`src/rtl/rowattr_pkg.sv`:
```
package rowattr_pkg;
    localparam int LINE_COLS   = 80;
    localparam int PAIR_LIMIT  = 20;
    localparam int COL_IN_BITS = 8;
    localparam int COL_BITS    = 7;
    localparam int ATTR_BITS   = 8;
    localparam logic [ATTR_BITS-1:0] RESET_ATTR = 8'h07;
endpackage

```
`src/rtl/rowattr_col_filter.sv`:
```
module rowattr_col_filter #(
    parameter int COL_IN_W = 8,
    parameter int COL_W    = 7,
    parameter int NUM_COLS = 80
) (
    input  logic                pair_valid,
    input  logic                row_start,
    input  logic [COL_IN_W-1:0] col_raw,
    output logic [COL_W-1:0]    col_idx,
    output logic                accept
);
    localparam logic [COL_W-1:0] LAST_COL = COL_W'(NUM_COLS - 1);

    always_comb begin
        // upper bits beyond the column field are ignored
        col_idx = col_raw[COL_W-1:0];
        // off-line columns are dropped, a pair during row start is dropped
        accept  = pair_valid && !row_start && (col_idx <= LAST_COL);
    end
endmodule

```
`src/rtl/rowattr_pair_store.sv`:
```
module rowattr_pair_store #(
    parameter int MAX_PAIRS = 20,
    parameter int COL_W     = 7,
    parameter int ATTR_W    = 8,
    parameter int CNT_W     = 5
) (
    input  logic                              clk,
    input  logic                              rst_n,
    input  logic                              row_start,
    input  logic                              wr_en,
    input  logic [COL_W-1:0]                  wr_col,
    input  logic [ATTR_W-1:0]                 wr_attr,
    output logic [CNT_W-1:0]                  count,
    output logic [MAX_PAIRS-1:0][COL_W-1:0]   slot_col,
    output logic [MAX_PAIRS-1:0][ATTR_W-1:0]  slot_attr
);
    localparam logic [CNT_W-1:0] CAP = CNT_W'(MAX_PAIRS);

    typedef struct packed {
        logic [CNT_W-1:0]                  cnt;
        logic [MAX_PAIRS-1:0][COL_W-1:0]   col;
        logic [MAX_PAIRS-1:0][ATTR_W-1:0]  attr;
    } store_t;

    store_t st_d, st_q;

    always_comb begin
        st_d = st_q;
        if (row_start) begin
            st_d.cnt = '0;
        end else if (wr_en && (st_q.cnt < CAP)) begin
            for (int i = 0; i < MAX_PAIRS; i++) begin
                if (CNT_W'(i) == st_q.cnt) begin
                    st_d.col[i]  = wr_col;
                    st_d.attr[i] = wr_attr;
                end
            end
            st_d.cnt = st_q.cnt + CNT_W'(1);
        end
    end

    always_ff @(posedge clk or negedge rst_n) begin
        if (!rst_n) st_q <= '0;
        else        st_q <= st_d;
    end

    assign count     = st_q.cnt;
    assign slot_col  = st_q.col;
    assign slot_attr = st_q.attr;

    AST_CNT_CAP: assert property (@(posedge clk) disable iff (!rst_n)
        st_q.cnt <= CAP);
    AST_FULL_DROP: assert property (@(posedge clk) disable iff (!rst_n)
        (wr_en && !row_start && st_q.cnt == CAP) |=> (st_q.cnt == CAP));
    AST_SLOT_TAKE: assert property (@(posedge clk) disable iff (!rst_n)
        (wr_en && !row_start && st_q.cnt < CAP) |=> (st_q.cnt == $past(st_q.cnt) + CNT_W'(1)));
    AST_ROW_CLEAR: assert property (@(posedge clk) disable iff (!rst_n)
        row_start |=> (st_q.cnt == '0));
endmodule

```
`src/rtl/rowattr_match.sv`:
```
module rowattr_match #(
    parameter int MAX_PAIRS = 20,
    parameter int COL_W     = 7,
    parameter int ATTR_W    = 8,
    parameter int CNT_W     = 5
) (
    input  logic [COL_W-1:0]                  col_idx,
    input  logic [CNT_W-1:0]                  count,
    input  logic [MAX_PAIRS-1:0][COL_W-1:0]   slot_col,
    input  logic [MAX_PAIRS-1:0][ATTR_W-1:0]  slot_attr,
    output logic                              hit,
    output logic [ATTR_W-1:0]                 hit_attr
);
    logic [MAX_PAIRS-1:0] slot_hit;

    for (genvar g = 0; g < MAX_PAIRS; g++) begin : g_slot
        assign slot_hit[g] = (CNT_W'(g) < count) && (slot_col[g] == col_idx);
    end

    // higher slot index was loaded later and takes precedence
    always_comb begin
        hit      = 1'b0;
        hit_attr = '0;
        for (int i = 0; i < MAX_PAIRS; i++) begin
            if (slot_hit[i]) begin
                hit      = 1'b1;
                hit_attr = slot_attr[i];
            end
        end
    end
endmodule

```
`src/rtl/rowattr_decoder.sv`:
```
module rowattr_decoder #(
    parameter int                                NUM_COLS     = rowattr_pkg::LINE_COLS,
    parameter int                                MAX_PAIRS    = rowattr_pkg::PAIR_LIMIT,
    parameter int                                COL_IN_W     = rowattr_pkg::COL_IN_BITS,
    parameter int                                COL_W        = rowattr_pkg::COL_BITS,
    parameter int                                ATTR_W       = rowattr_pkg::ATTR_BITS,
    parameter logic [rowattr_pkg::ATTR_BITS-1:0] DEFAULT_ATTR = rowattr_pkg::RESET_ATTR
) (
    input  logic                clk,
    input  logic                rst_n,
    input  logic                row_start,
    input  logic                col_adv,
    input  logic                pair_valid,
    input  logic [COL_IN_W-1:0] pair_col,
    input  logic [ATTR_W-1:0]   pair_attr,
    output logic [ATTR_W-1:0]   cur_attr
);
    localparam int               CNT_W    = $clog2(MAX_PAIRS + 1);
    localparam logic [COL_W-1:0] LAST_COL = COL_W'(NUM_COLS - 1);

    typedef struct packed {
        logic [COL_W-1:0]  pos;
        logic [ATTR_W-1:0] held;
    } scan_t;

    scan_t sc_d, sc_q;

    logic                             wr_en;
    logic [COL_W-1:0]                 wr_col;
    logic [CNT_W-1:0]                 count;
    logic [MAX_PAIRS-1:0][COL_W-1:0]  slot_col;
    logic [MAX_PAIRS-1:0][ATTR_W-1:0] slot_attr;
    logic                             hit;
    logic [ATTR_W-1:0]                hit_attr;

    rowattr_col_filter #(.COL_IN_W(COL_IN_W), .COL_W(COL_W), .NUM_COLS(NUM_COLS)) u_filter (
        .pair_valid (pair_valid),
        .row_start  (row_start),
        .col_raw    (pair_col),
        .col_idx    (wr_col),
        .accept     (wr_en)
    );

    rowattr_pair_store #(.MAX_PAIRS(MAX_PAIRS), .COL_W(COL_W), .ATTR_W(ATTR_W), .CNT_W(CNT_W)) u_store (
        .clk       (clk),
        .rst_n     (rst_n),
        .row_start (row_start),
        .wr_en     (wr_en),
        .wr_col    (wr_col),
        .wr_attr   (pair_attr),
        .count     (count),
        .slot_col  (slot_col),
        .slot_attr (slot_attr)
    );

    rowattr_match #(.MAX_PAIRS(MAX_PAIRS), .COL_W(COL_W), .ATTR_W(ATTR_W), .CNT_W(CNT_W)) u_match (
        .col_idx   (sc_q.pos),
        .count     (count),
        .slot_col  (slot_col),
        .slot_attr (slot_attr),
        .hit       (hit),
        .hit_attr  (hit_attr)
    );

    assign cur_attr = hit ? hit_attr : sc_q.held;

    always_comb begin
        sc_d = sc_q;
        if (row_start) begin
            sc_d.pos  = '0;
            sc_d.held = DEFAULT_ATTR;
        end else if (col_adv && (sc_q.pos < LAST_COL)) begin
            sc_d.pos  = sc_q.pos + COL_W'(1);
            sc_d.held = cur_attr;
        end
    end

    always_ff @(posedge clk or negedge rst_n) begin
        if (!rst_n) begin
            sc_q.pos  <= '0;
            sc_q.held <= DEFAULT_ATTR;
        end else begin
            sc_q <= sc_d;
        end
    end

    AST_ROW_HOME: assert property (@(posedge clk) disable iff (!rst_n)
        row_start |=> (sc_q.pos == '0 && sc_q.held == DEFAULT_ATTR));
    AST_POS_RANGE: assert property (@(posedge clk) disable iff (!rst_n)
        sc_q.pos <= LAST_COL);
    AST_STEP: assert property (@(posedge clk) disable iff (!rst_n)
        (col_adv && !row_start && sc_q.pos < LAST_COL) |=> (sc_q.pos == $past(sc_q.pos) + COL_W'(1)));
    AST_END_HOLD: assert property (@(posedge clk) disable iff (!rst_n)
        (col_adv && !row_start && !pair_valid && sc_q.pos == LAST_COL) |=> ($stable(sc_q.pos) && $stable(cur_attr)));
    AST_BAD_COL_DROP: assert property (@(posedge clk) disable iff (!rst_n)
        (pair_valid && !row_start && pair_col[COL_W-1:0] > LAST_COL) |=> $stable(count));
    AST_START_DROP: assert property (@(posedge clk) disable iff (!rst_n)
        (pair_valid && row_start) |=> (count == '0));
endmodule

```
`config.mk`:
```
export PLATFORM = sky130hd
export DESIGN_NAME = rowattr_decoder
export DESIGN_NICKNAME = d
export VERILOG_FILES = /design/src/rtl/rowattr_pkg.sv /design/src/rtl/rowattr_col_filter.sv /design/src/rtl/rowattr_pair_store.sv /design/src/rtl/rowattr_match.sv /design/src/rtl/rowattr_decoder.sv
export SDC_FILE = /design/constraint.sdc
export NUM_CORES = 1
export LEC_CHECK = 0
export ABC_CLOCK_PERIOD_IN_PS = 2650
export BUFFER_PORTS_ARGS = -buffer_cell sky130_fd_sc_hd__buf_2
export CELL_PAD_IN_SITES_DETAIL_PLACEMENT = 1
export CELL_PAD_IN_SITES_GLOBAL_PLACEMENT = 1
export CORE_UTILIZATION = 25
export CTS_CLUSTER_DIAMETER = 40
export DETAILED_ROUTE_END_ITERATION = 12
export GPL_ROUTABILITY_DRIVEN = 0
export PLACE_DENSITY_LB_ADDON = 0.25
export SLEW_MARGIN = 20
export SYNTH_ARGS = -nofsm -noshare
export SYNTH_HDL_FRONTEND = slang
export SYNTH_SLANG_ARGS = --single-unit
```
`constraint.sdc`:
```
create_clock -name clk -period 2.65 [get_ports clk]
set_input_delay 0.265 -clock clk [delete_from_list [all_inputs] [get_ports clk]]
set_output_delay 0.265 -clock clk [all_outputs]
set_load 0.1 [all_outputs]
```
==> impl_metrics.tcl <==
set metrics [dict create \
    synth_flop_cell "dfrtp_1" \
    grt_antenna_before_repair 0 \
    numCtsBuffers 59 \
    cp_num_buf_inv 2 \
    final.setup.tns_ns -13.22 \
    row_count 92 \
    ys_warn_count 0 \
    async_reset_ff_frac 1.000 \
    crit_type "reg2out" \
    hold_ws_ns 0.1184 \
    worstHoldPathType "in2reg" \
    outcome "complete, but fails checks" \
    syn_area_per_cell_um2 11.82 \
    worst_slew_pin_slew_ns 0.6508 \
    numPortBuffers 27 \
    grt_first_pass_wirelength_um 85060 \
    met3_usage 0.02501 \
    fin_crit_sh 1.483 \
    syn_area_um2 16150 \
    place_ws_ns -0.9480 \
    clock_sinks 320 \
    cp_slowest_cell "nor4_4" \
    p_leak_nw 11.03 \
    synthCells 1367 \
    clkLatencyLatePin_ns 0.61 \
    die_area_um2 65630 \
    final-max-slew-violation-count 0 \
    first_global_vias 13220 \
    root_buffer "clkbuf_16" \
    drt_wl_total_um 55760 \
    finClkSkew_ns 0.01482 \
    power_mw 14.49 \
    dp_hpwl_um 37500 \
    layout_commonest_cell "dfrtp_1" \
    grt_overflow_total 0 \
    wl_per_cell_um 22.06 \
    crit_family "compound AO/OA/AOI/OAI gates" \
    critPathMaxFanout 7 \
    die_w_um 256.2 \
    cpPeakStageDelay_ns 0.51 \
    core_region_area_um2 63430 \
    grt_use_met2 0.2788 \
    clock.fmax_ghz 0.2545 \
    fin_nets 1659 \
    grt_usage 0.1704 \
    vdd_drop_max_mv 0.4766 \
    worstHoldStart "col_adv" \
    cp_cell_sequence "buf_6 > xor2_1 > nor4_4 > and2_4 > nand2_1 > a311o_1 > a311o_1 > o211ai_1 > a211o_1 > a22o_4 > buf_12" \
    yosys.cell_types.count 69 \
    num_antenna_cells 0 \
    synth-edff-count 0 \
    crit_path_frequent_cell "a311o_1" \
    drtIter0Drc 601 \
    grt_max_degree 87 \
    crit_path_start "sc_q[11]" \
    drt.antenna.violating_nets 0 \
    grt_use_met1 0.2334 \
    fillers 6715 \
    finalHoldViolCount 0 \
    setup_ws_ns -1.280 \
    initial_core_util 0.2547 \
    dp.cells 2348 \
    io_pins 29 \
    rsz0062_at_grt "true" \
    maxCapViolations 0 \
    cts.clk_slew.worst_paths_ns 0.06 \
    tritoncts "built" \
    drc 0 \
    final_cell_mix "dfrtp_1 (312), mux2_2 (300), buf_4 (214)" \
    required_ns 2.38 \
    clk_path_buf_depth 3 \
    arrival_ns 3.66 \
    synth_nets 1393 \
    fp.dieH_um 256.2 \
    ys_ff_latch 320 \
    htree_levels 2 \
    regToRegStartpoint "sc_q[14]" \
    vias_per_cell 4.708 \
    endpoint_kind "primary output" \
    violations "setup timing" \
    top_usage_layer "met2" \
    ys_seq_area_frac 0.4960 \
    drive_gt1_frac 0.5446 \
    relSlewSlack 0.5661 \
    drt_first_pass_iters 4 \
    p_per_area_nw_per_um2 627.8 \
    setup_violations 16 \
    area_growth_pct 42.84 \
    final_cells 2528 \
    start_kind "flip-flop" \
    num_vias 11900 \
    min_period_ns 3.930 \
]
==> tightest hold or removal path, stage by stage <==
cell	delay [ns]
buf_2	0.12
and2_1	0.17
nand2_1	0.07
a21oi_1	0.06
==> sequential cells by signal, summed over array words and instances (netlist names) <==
signal	flops
u_store.slot_attr	160
u_store.slot_col	140
sc_q	15
u_store.count	5
==> synth_stat cells, drive strengths merged, types with 3 or more instances <==
master	number	area share
a221oi	4	0.0022
or3	11	0.0046
a21boi	4	0.0019
nor3	32	0.011
a211oi	8	0.0045
a311oi	3	0.0016
a22o	5	0.0027
o21ai	29	0.0090
a21o	9	0.0042
o211ai	9	0.0042
nor2	46	0.011
or2	3	0.0012
o31ai	8	0.0037
a2111oi	4	0.0026
mux2	301	0.21
a211o	3	0.0016
ha	5	0.0039
xnor2	75	0.041
nand4b	4	0.0022
buf	43	0.019
xor2	70	0.038
nor3b	3	0.0014
nand4	17	0.0066
nand2	79	0.018
a31oi	16	0.0062
nand2b	7	0.0027
a21oi	28	0.0087
or4	6	0.0028
nand3	43	0.014
inv	13	0.0030
or4b	3	0.0019
nor4b	4	0.0026
a22oi	6	0.0028
nor4	24	0.013
clkbuf	71	0.017
and2	9	0.0035
a311o	3	0.0019
dfrtp	317	0.49
nand3b	5	0.0023
o22ai	6	0.0023
dfstp	3	0.0049
and3	12	0.0046
==> routing by layer <==
metal | vias to the layer above | part of all wire
met4 | 0 | 0.023
met1 | 6211 | 0.47
met3 | 84 | 0.029
met5 | - | 0
li1 | 5443 | -
met2 | 165 | 0.48
==> worst paths after layout <==
path / endpoint / slack [ns] / cells past startpoint
worst max-delay path: cur_attr[2] / -1.28 / 11
worst min-delay path: sc_q[9] / 0.12 / 4
worst max register to register: sc_q[2] / -0.58 / 18
worst min register to register: u_store.slot_attr[66] / 0.50 / 1
max in group asynchronous: u_store.slot_attr[129] / 1.52 / 3
min in group asynchronous: u_store.slot_attr[108] / 0.22 / 2
==> what timing repair did <==
item,CTS,global route
endpoints found under the setup margin,16,149
pin swaps,63,46
hold endpoints to repair,59,0
gates cloned,2,0
setup buffers,44,27
gates resized for setup,189,87
hold buffers,1,0
==> cells by family after synthesis <==
family / count (synthesis) / share of synthesized area
flip-flops: 320 / 0.4960
AND/OR/NAND/NOR: 312 / 0.1066
multiplexers: 301 / 0.2098
AO/OA/AOI/OAI: 157 / 0.06638
XOR/XNOR: 145 / 0.07862
buffers and inverters: 127 / 0.03873
adder cells (fa/ha/maj): 5 / 0.003873
==> stage by stage <==
stage                     instance area [µm²]  utilization
final                                   23070       0.3638
after global routing                    23070       0.3638
after CTS                               22430       0.3536
after detailed placement                18980       0.2992
after global placement                  18980       0.2992
after floorplan                         16390            -
==> area by class of cell <==
cell class              instances  area (µm²)  area share
inverters                      13       48.80    0.002115
multi-input cells             920        8771      0.3801
clock buffers                  70        1630     0.07066
flip-flops and latches        320        8018      0.3475
well taps                     846        1059     0.04588
clock inverters                40       506.7     0.02196
repair buffers                319        3040      0.1318
==> power by group <==
part           internal, mW  switching, mW
sequential             5.09          0.144
clock                  5.29           2.80
combinational         0.514          0.650
(Power assumes the default switching activity.)
